$ cat config.mk
export PLATFORM = sky130hd
export DESIGN_NAME = pgate_seq
export DESIGN_NICKNAME = d
export VERILOG_FILES = /design/src/rtl/pgate_pkg.sv /design/src/rtl/pgate_ack_timer.sv /design/src/rtl/pgate_seg_mask.sv /design/src/rtl/pgate_clamp.sv /design/src/rtl/pgate_fsm.sv /design/src/rtl/pgate_seq.sv
export SDC_FILE = /design/constraint.sdc
export NUM_CORES = 1
export LEC_CHECK = 0
export BUFFER_PORTS_ARGS = -buffer_cell sky130_fd_sc_hd__buf_2
export CORE_UTILIZATION = 47
export DETAILED_ROUTE_END_ITERATION = 8
export HOLD_SLACK_MARGIN = 0.15
export PLACE_DENSITY = 0.88
export SLEW_MARGIN = 15
export SYNTH_ARGS = -nofsm -noshare
export SYNTH_HDL_FRONTEND = slang
export SYNTH_HIERARCHICAL = 1
export SYNTH_SLANG_ARGS = --single-unit
export TNS_END_PERCENT = 20
$ cat constraint.sdc
create_clock -name clk -period 2.3 [get_ports clk]
set_clock_uncertainty 0.15 [all_clocks]
set_input_delay 0.115 -clock clk [delete_from_list [all_inputs] [get_ports clk]]
set_output_delay 0.115 -clock clk [all_outputs]
set_load 0.005 [all_outputs]
$ cat src/rtl/pgate_pkg.sv
package pgate_pkg;

    typedef enum logic [2:0] {
        PG_ON,
        PG_ISO,
        PG_SAVE,
        PG_OFF,
        PG_RAMP,
        PG_RESTORE,
        PG_FAULT
    } pg_state_e;

endpackage

$ cat src/rtl/pgate_ack_timer.sv
// Counts cycles while a segment waits for its acknowledge.
module pgate_ack_timer #(
    parameter int LIM_W = 8
) (
    input  logic             clk,
    input  logic             rst_n,
    input  logic             clr,
    input  logic             run,
    input  logic [LIM_W-1:0] limit,
    output logic             hit
);
    logic [LIM_W-1:0] cnt_q;

    assign hit = (cnt_q == limit);

    always_ff @(posedge clk or negedge rst_n) begin
        if (!rst_n) begin
            cnt_q <= '0;
        end else if (clr) begin
            cnt_q <= '0;
        end else if (run && !hit) begin
            cnt_q <= cnt_q + 1'b1;
        end
    end
endmodule

$ cat src/rtl/pgate_seg_mask.sv
// Ones from bit 0 up to and including the active segment index.
module pgate_seg_mask #(
    parameter int N_SEG = 4,
    parameter int IDX_W = 2
) (
    input  logic [IDX_W-1:0] idx,
    output logic [N_SEG-1:0] mask
);
    for (genvar g = 0; g < N_SEG; g++) begin : g_bit
        assign mask[g] = (idx >= IDX_W'(g));
    end
endmodule

$ cat src/rtl/pgate_clamp.sv
// Clamps each output bit of the gated domain to 1 while isolation is on.
module pgate_clamp #(
    parameter int DATA_W = 8
) (
    input  logic              iso_en,
    input  logic [DATA_W-1:0] din,
    output logic [DATA_W-1:0] dout
);
    for (genvar g = 0; g < DATA_W; g++) begin : g_bit
        assign dout[g] = din[g] | iso_en;
    end
endmodule

$ cat src/rtl/pgate_fsm.sv
module pgate_fsm
    import pgate_pkg::*;
#(
    parameter int N_SEG = 4,
    parameter int IDX_W = 2
) (
    input  logic             clk,
    input  logic             rst_n,
    input  logic             sleep_req,
    input  logic             wake_req,
    input  logic [N_SEG-1:0] seg_ack,
    input  logic [N_SEG-1:0] ramp_mask,
    input  logic             tmo_hit,
    output logic [IDX_W-1:0] idx,
    output logic             tmo_run,
    output logic             tmo_clr,
    output logic [N_SEG-1:0] seg_en,
    output logic             iso_en,
    output logic             save,
    output logic             restore,
    output logic             dom_ready,
    output logic             fault
);
    localparam logic [IDX_W-1:0] LAST_IDX = IDX_W'(N_SEG - 1);

    pg_state_e        state_q, state_d;
    logic [IDX_W-1:0] idx_q, idx_d;
    logic             pend_q, pend_d;
    logic             cur_ack;

    assign cur_ack = seg_ack[idx_q];
    assign idx     = idx_q;

    // State register
    always_ff @(posedge clk or negedge rst_n) begin
        if (!rst_n) begin
            state_q <= PG_ON;
            idx_q   <= LAST_IDX;
            pend_q  <= 1'b0;
        end else begin
            state_q <= state_d;
            idx_q   <= idx_d;
            pend_q  <= pend_d;
        end
    end

    // Next state
    always_comb begin
        state_d = state_q;
        idx_d   = idx_q;
        pend_d  = pend_q;
        unique case (state_q)
            PG_ON: begin
                if (sleep_req || pend_q) begin
                    state_d = PG_ISO;
                    pend_d  = 1'b0;
                end
            end
            PG_ISO:  state_d = PG_SAVE;
            PG_SAVE: state_d = PG_OFF;
            PG_OFF: begin
                if (wake_req) begin
                    state_d = PG_RAMP;
                    idx_d   = '0;
                end
            end
            PG_RAMP: begin
                if (sleep_req) pend_d = 1'b1;
                if (cur_ack) begin
                    if (idx_q == LAST_IDX) state_d = PG_RESTORE;
                    else                   idx_d   = idx_q + 1'b1;
                end else if (tmo_hit) begin
                    state_d = PG_FAULT;
                end
            end
            PG_RESTORE: begin
                if (sleep_req) pend_d = 1'b1;
                state_d = PG_ON;
            end
            PG_FAULT: state_d = PG_FAULT;
            default:  state_d = PG_FAULT;
        endcase
    end

    // Outputs
    always_comb begin
        seg_en    = '1;
        iso_en    = 1'b1;
        save      = 1'b0;
        restore   = 1'b0;
        dom_ready = 1'b0;
        fault     = 1'b0;
        tmo_run   = 1'b0;
        tmo_clr   = 1'b1;
        unique case (state_q)
            PG_ON: begin
                iso_en    = 1'b0;
                dom_ready = 1'b1;
            end
            PG_ISO:  ;
            PG_SAVE: save = 1'b1;
            PG_OFF:  seg_en = '0;
            PG_RAMP: begin
                seg_en  = ramp_mask;
                tmo_run = 1'b1;
                tmo_clr = cur_ack;
            end
            PG_RESTORE: restore = 1'b1;
            PG_FAULT: begin
                seg_en = ramp_mask;
                fault  = 1'b1;
            end
            default: fault = 1'b1;
        endcase
    end
endmodule

$ cat src/rtl/pgate_seq.sv
module pgate_seq #(
    parameter int N_SEG  = 4,
    parameter int DATA_W = 8,
    parameter int LIM_W  = 8
) (
    input  logic              clk,
    input  logic              rst_n,
    input  logic              sleep_req,
    input  logic              wake_req,
    input  logic [LIM_W-1:0]  ack_limit,
    input  logic [N_SEG-1:0]  seg_ack,
    input  logic [DATA_W-1:0] data_in,
    output logic [N_SEG-1:0]  seg_en,
    output logic              iso_en,
    output logic              save,
    output logic              restore,
    output logic              dom_ready,
    output logic              fault,
    output logic [DATA_W-1:0] data_out
);
    localparam int IDX_W = (N_SEG > 1) ? $clog2(N_SEG) : 1;

    logic [IDX_W-1:0] idx;
    logic [N_SEG-1:0] ramp_mask;
    logic             tmo_run, tmo_clr, tmo_hit;

    pgate_fsm #(.N_SEG(N_SEG), .IDX_W(IDX_W)) u_fsm (
        .clk       (clk),
        .rst_n     (rst_n),
        .sleep_req (sleep_req),
        .wake_req  (wake_req),
        .seg_ack   (seg_ack),
        .ramp_mask (ramp_mask),
        .tmo_hit   (tmo_hit),
        .idx       (idx),
        .tmo_run   (tmo_run),
        .tmo_clr   (tmo_clr),
        .seg_en    (seg_en),
        .iso_en    (iso_en),
        .save      (save),
        .restore   (restore),
        .dom_ready (dom_ready),
        .fault     (fault)
    );

    pgate_seg_mask #(.N_SEG(N_SEG), .IDX_W(IDX_W)) u_mask (
        .idx  (idx),
        .mask (ramp_mask)
    );

    pgate_ack_timer #(.LIM_W(LIM_W)) u_timer (
        .clk   (clk),
        .rst_n (rst_n),
        .clr   (tmo_clr),
        .run   (tmo_run),
        .limit (ack_limit),
        .hit   (tmo_hit)
    );

    pgate_clamp #(.DATA_W(DATA_W)) u_clamp (
        .iso_en (iso_en),
        .din    (data_in),
        .dout   (data_out)
    );
endmodule

; Yosys cells after proc, flatten, opt, wreduce, memory -nomap -nowiden
; Cells that the tools add are included.
[word_totals]
in_bits = 24
out_inout_bits = 17
wordCells = 72
regBits = 14
[classes]
n_addsub = 2
n_bitwise = 8
n_mux = 25
reduce_logical = 13
eq_ne = 15
order_cmp = 5
[op_table]
columns = op, n
row1 = $pmux 3 s6, 1
row2 = $mux 8, 2
row3 = $mux 3, 5
row4 = $mux 1, 10
row5 = $eq 3x3->1 const B, 3
row6 = $add 8x1->8 const B, 1
row7 = $eq 8x8->1, 1
row8 = $or 1x1->1, 8
row9 = $pmux 4 s2, 1
row10 = $reduce_and 4->1, 2
row11 = $eq 3x2->1 const B, 2
row12 = $mux 2, 3
row13 = $ne 2x1->1 const B, 3
row14 = $reduce_bool 2->1, 3
row15 = $reduce_or 6->1, 1
row16 = $ge 2x1->1 const B, 2
row17 = $ge 2x2->1 const B, 2
row18 = $ne 2x2->1 const B, 2
row19 = $pmux 2 s2, 1
row20 = $reduce_or 2->1, 2
row21 = $eq 3x1->1 const B, 1
row22 = $logic_not 3->1, 1
row23 = $lt 2x3->1 const B, 1
row24 = $ne 3x1->1 const B, 1
row25 = 9 further kinds, 9

; Logic depth before layout (Yosys ltp)
[depth]
ltp_word = 5
mapped_depth = 6
mapped_depth_nobuf = 6

; Cells and area by module
; Netlist, hierarchy kept.
[by_module_without_submodules]
columns = mod, area_per_inst_um2, seq_area_each_um2, cells_per_inst, n_inst
row1 = pgate_ack_timer, 548.0, 200.2, 55, 1
row2 = pgate_fsm, 400.4, 152.6, 42, 1
row3 = pgate_clamp, 50.0, 0.0, 8, 1
row4 = pgate_seg_mask, 28.8, 0.0, 5, 1

; Least setup slack after synthesis
; Ideal clock, no wire load.
[synth_timing]
kind = flip-flop to flip-flop
from = register u_fsm.idx_q[0], in the netlist u_fsm/idx[0]
to = register u_timer.cnt_q[7]
stages_incl_launch_ff = 6
n_path_buf = 1
required_time_ns = 2.085
setup_time_ns = 0.065
t_arrival_ns = 1.624
slack_ns = 0.461
period_less_slack_ns = 1.839
path_cell_list = dfstp_2 mux4_2 nand2b_1 buf_1 nor2_1 mux2_1
[synth_via]
elab_chain_cells = 4
word_cells_on_any_way = 5
classes_between = mux (4) / reduce/logical (1)
[synth_rtl]
columns = element, line_no
row1 = "start, declared", pgate_fsm.sv:27  ; logic [IDX_W-1:0] idx_q, idx_d;
row2 = "start signal, assigned", pgate_fsm.sv:42  ; idx_q <= idx_d;
row3 = $bmux 1 s2 *, pgate_fsm.sv:31  ; assign cur_ack = seg_ack[idx_q];
row4 = $mux 1 (not written as such) *, pgate_fsm.sv:31
row5 = $mux 1 *, pgate_fsm.sv:95  ; unique case (state_q)
row6 = named net tmo_clr, pgate_seq.sv:25  ; logic tmo_run, tmo_clr, tmo_hit;
row7 = $mux 8 or $reduce_bool 2->1 (tied branches), --
row8 = "end signal, assigned", pgate_ack_timer.sv:22  ; cnt_q <= cnt_q + 1'b1;
row9 = "end, declared", pgate_ack_timer.sv:12  ; logic [LIM_W-1:0] cnt_q;
; Mark *: on every way through the listed nets, which the timed path passes. The rest lies on a longest branch. The select of a mux whose other input is x is not followed.
; A chain may end at the register's enable or synchronous reset.

; Worst setup path after layout
[layout_timing]
from = register u_fsm.state_q[0]
to = output data_out[4]
[layout_via]
elab_chain_cells = 3
[layout_rtl]
columns = element, line_no
row1 = "start, declared", pgate_fsm.sv:26  ; pg_state_e state_q, state_d;
row2 = "start signal, assigned", pgate_fsm.sv:41  ; state_q <= state_d;
row3 = $logic_not 3->1, pgate_fsm.sv:95
row4 = $mux 1, pgate_fsm.sv:95
row5 = $or 1x1->1, pgate_clamp.sv:10  ; assign dout[g] = din[g] | iso_en;
row6 = "end, declared", pgate_seq.sv:19  ; output logic [DATA_W-1:0] data_out
; No other way between the ends.

==> flow_summary.json <==
{
  "grt_max_degree": 13,
  "share_of_synthesized_cell_area_in_full_adder_half_adder_and_majority_cells_pct": 2.44,
  "detail_route.wl_per_cell_um": 12.2,
  "place.port_buffers": 40,
  "gr-total-overflow": 0,
  "regToRegEndpoint": "u_timer/cnt_q[7]",
  "yosys-mux-area-fraction_pct": 6.21,
  "grt.met2_usage_pct": 35.0,
  "synth_edf_count": 0,
  "slew-limit-headroom_pct": 64.4,
  "grt_use_met1_pct": 24.6,
  "vdd_ir_max_uv": 579,
  "wirelength_um": 2220,
  "fp.dieW_um": 48.8,
  "unrepaired_setup_endpoints_after_global_routing": "no",
  "reg2reg_setup_slack_ns": 0.36,
  "status": "completed",
  "timing.setup.tns_ns": 0,
  "end_kind": "primary output",
  "gr-usage-all-layers_pct": 20.0,
  "routed_via_count_divided_by_cell_count": 5.15,
  "max_clock_freq_mhz": 511,
  "worstPathMaxFanout": 12,
  "drive_above_1_share_pct": 35.7,
  "min_path_type": "input pin to asynchronous set/reset pin",
  "area_growth_pct": 28.6,
  "layout_min_cycle_time_ns": 1.96,
  "layout.nets": 181,
  "mappedNetlistNets": 136,
  "min_period_over_period_pct": 85.1,
  "endpoint": "data_out[4]",
  "setup_slack_ns": 0.342,
  "critPathRequiredTime_ns": 2.04,
  "yosys.cell_count.top_type": "sky130_fd_sc_hd__dfrtp_1",
  "dr.first_iter.drc_count": 14,
  "drv_cap": 0,
  "vias_in_the_first_global_route": 827,
  "synthSimpleGateAreaFrac_pct": 28.3,
  "worstSetupStartpoint": "u_fsm/state_q[0]",
  "final_antenna_net_count": 0,
  "report.final.hold_viol_count": 0,
  "floorplan.initialDensity_pct": 51.3,
  "netlist_top_cells_area": "sky130_fd_sc_hd__dfrtp_1 29%, sky130_fd_sc_hd__xnor2_1 6.0%, sky130_fd_sc_hd__or2_1 5.5%",
  "synth_compound_area_share_pct": 12.4,
  "synth_area_per_cell_um2": 9.34,
  "synthesis.instances": 110,
  "report.final.setup_viol": 0,
  "worstRegToRegCells": 4,
  "gpl.final_weighted_congestion": 0.801,
  "power_density_over_the_cells_nw_per_um2": 781,
  "cts_h_tree_depth": 1,
  "design_area_um2": 1320,
  "grt_pass1_wl_um": 3680,
  "ctsLongestPathBuffers": 2,
  "cts_sinks": 14,
  "critPathArrivalTime_ns": 1.69,
  "synth_warnings": 6,
  "leading_area_contributor_after_synthesis": "sky130_fd_sc_hd__dfrtp_1",
  "detailed_place_hpwl_um": 1660,
  "yosys_register_bits": 14,
  "cts_buffer_count": 3,
  "most_used_dff_post_synth": "sky130_fd_sc_hd__dfrtp_1",
  "reg2reg_from": "u_fsm/idx[0]",
  "globalRouteMet3Util_pct": 1.26,
  "grt_most_used_layer": "met2",
  "dpl_worst_slack_ns": 0.382,
  "synthXorXnorAreaFrac_pct": 11.8,
  "detailed_routing_iterations_pass_1": 6,
  "commonest_cells_in_the_netlist": "12 x sky130_fd_sc_hd__dfrtp_1, 10 x sky130_fd_sc_hd__nor2_1, 9 x sky130_fd_sc_hd__or2_1",
  "num_io_pins": 41,
  "floorplan.core_area_um2": 2000,
  "clk_latency_ns": 0.29,
  "grt_antenna_before_repair": 0,
  "cts-hold-fix-buffers": 4,
  "cts_tree": "yes",
  "die-area_um2": 2380,
  "drv_slew": 0,
  "clock_tree.root_cell": "sky130_fd_sc_hd__clkbuf_4",
  "synth_top_family_by_area": "simple AND/OR/NAND/NOR gates",
  "power.leakage_nw": 0.578,
  "n_antenna_cell": 0,
  "detailroute.via_count": 933,
  "post_synth_instance_area_um2": 1030,
  "die_height_um": 48.8,
  "cts_post_setup_buffers_inserted": 0,
  "number_of_unique_standard_cell_types_used_by_synthesis": 43,
  "synth_top_area_share_pct": 29.2,
  "slew_at_the_pin_with_the_worst_max_slew_slack_ns": 0.533,
  "dpl_cell_area_um2": 1240,
  "sequential_cell_area_fraction_in_the_yosys_report_pct": 34.3,
  "synth-async-reset-ratio_pct": 100,
  "fp-row-count": 16,
  "path_clk_slew_ns": 0.09,
  "cts-resized-gates": 0,
  "drc_errors": 0,
  "worstSetupStartpointType": "flop",
  "worstSetupPathType": "flop to primary output"
}
-- worst min path at each step --
stage	startpoint	endpoint	slack [ns]
floorplan	rst_n	asynchronous set/reset pin	-0.33
global placement	rst_n	u_timer/cnt_q[4]	-0.13
detailed placement	rst_n	u_timer/cnt_q[4]	-0.12
CTS	rst_n	u_fsm/idx[1]	0.16
global route	rst_n	u_fsm/idx[1]	0.16
finish	rst_n	u_fsm/idx[1]	0.16
-- flip-flops by register name, summed over array words and instances (netlist names), named ones only --
register / count
u_fsm/state_q: 2
u_fsm/pend_q: 1
u_fsm/idx: 2
u_timer/cnt_q: 8
-- cells by family after synthesis --
family | Yosys count
buf+inv | 10
other cells | 1
mux | 5
simple gates | 45
flops | 14
compound gates | 20
fa+ha+maj | 2
xor+xnor | 13
-- cell usage in the layout (no fill, tap or decap), drive strengths merged, types with 2 or more instances in the layout --
cell	count
nor3	2
nand4	4
xnor2	8
clkbuf	4
xor2	5
a21oi	5
nand2	4
nand2b	2
dfrtp	12
nand3	3
mux2i	3
ha	2
or2	9
o21ai	5
nor2	11
dlygate4sd3	4
o21a	4
inv	5
dfstp	2
buf	41
-- where the power goes --
group	leakage, nW	internal [mW]	total (mW)	switching (mW)
Clock	0.0210	0.0965	0.183	0.0862
Combinational	0.381	0.244	0.466	0.222
Sequential	0.177	0.302	0.383	0.0801
Total	0.578	0.643	1.03	0.389
-- routing by layer --
layer,vias to the layer above,share of wire (%)
li1,467,-
met5,-,0
met3,4,1.9
met4,0,1.6
met2,22,52
met1,440,45
-- per-stage QoR --
step           std cells  hold slack, ns  power (mW)  util, %
2_1_floorplan        110          -0.331       0.676        -
5_1_grt              181           0.163        1.12     66.0
4_1_cts              181           0.159        1.04     66.0
3_5_place_dp         173          -0.123       0.851     62.2
6_report             181           0.155        1.03     66.0
3_3_place_gp         173          -0.126       0.829     62.2
-- worst max-delay path, stage by stage (launching register included) --
cell,delay (ns)
sky130_fd_sc_hd__dfrtp_1,0.50
sky130_fd_sc_hd__or3_1,0.51
sky130_fd_sc_hd__or2_1,0.27
sky130_fd_sc_hd__buf_2,0.13
-- area by class of cell --
type                    count  area, um^2
clock buffers               4        36.3
well taps                  27        33.8
flip-flops and latches     14         353
multi-input cells          86         632
fillers                   165         681
repair buffers             45         248
inverters                   5        18.8
(Power assumes the default switching activity.)
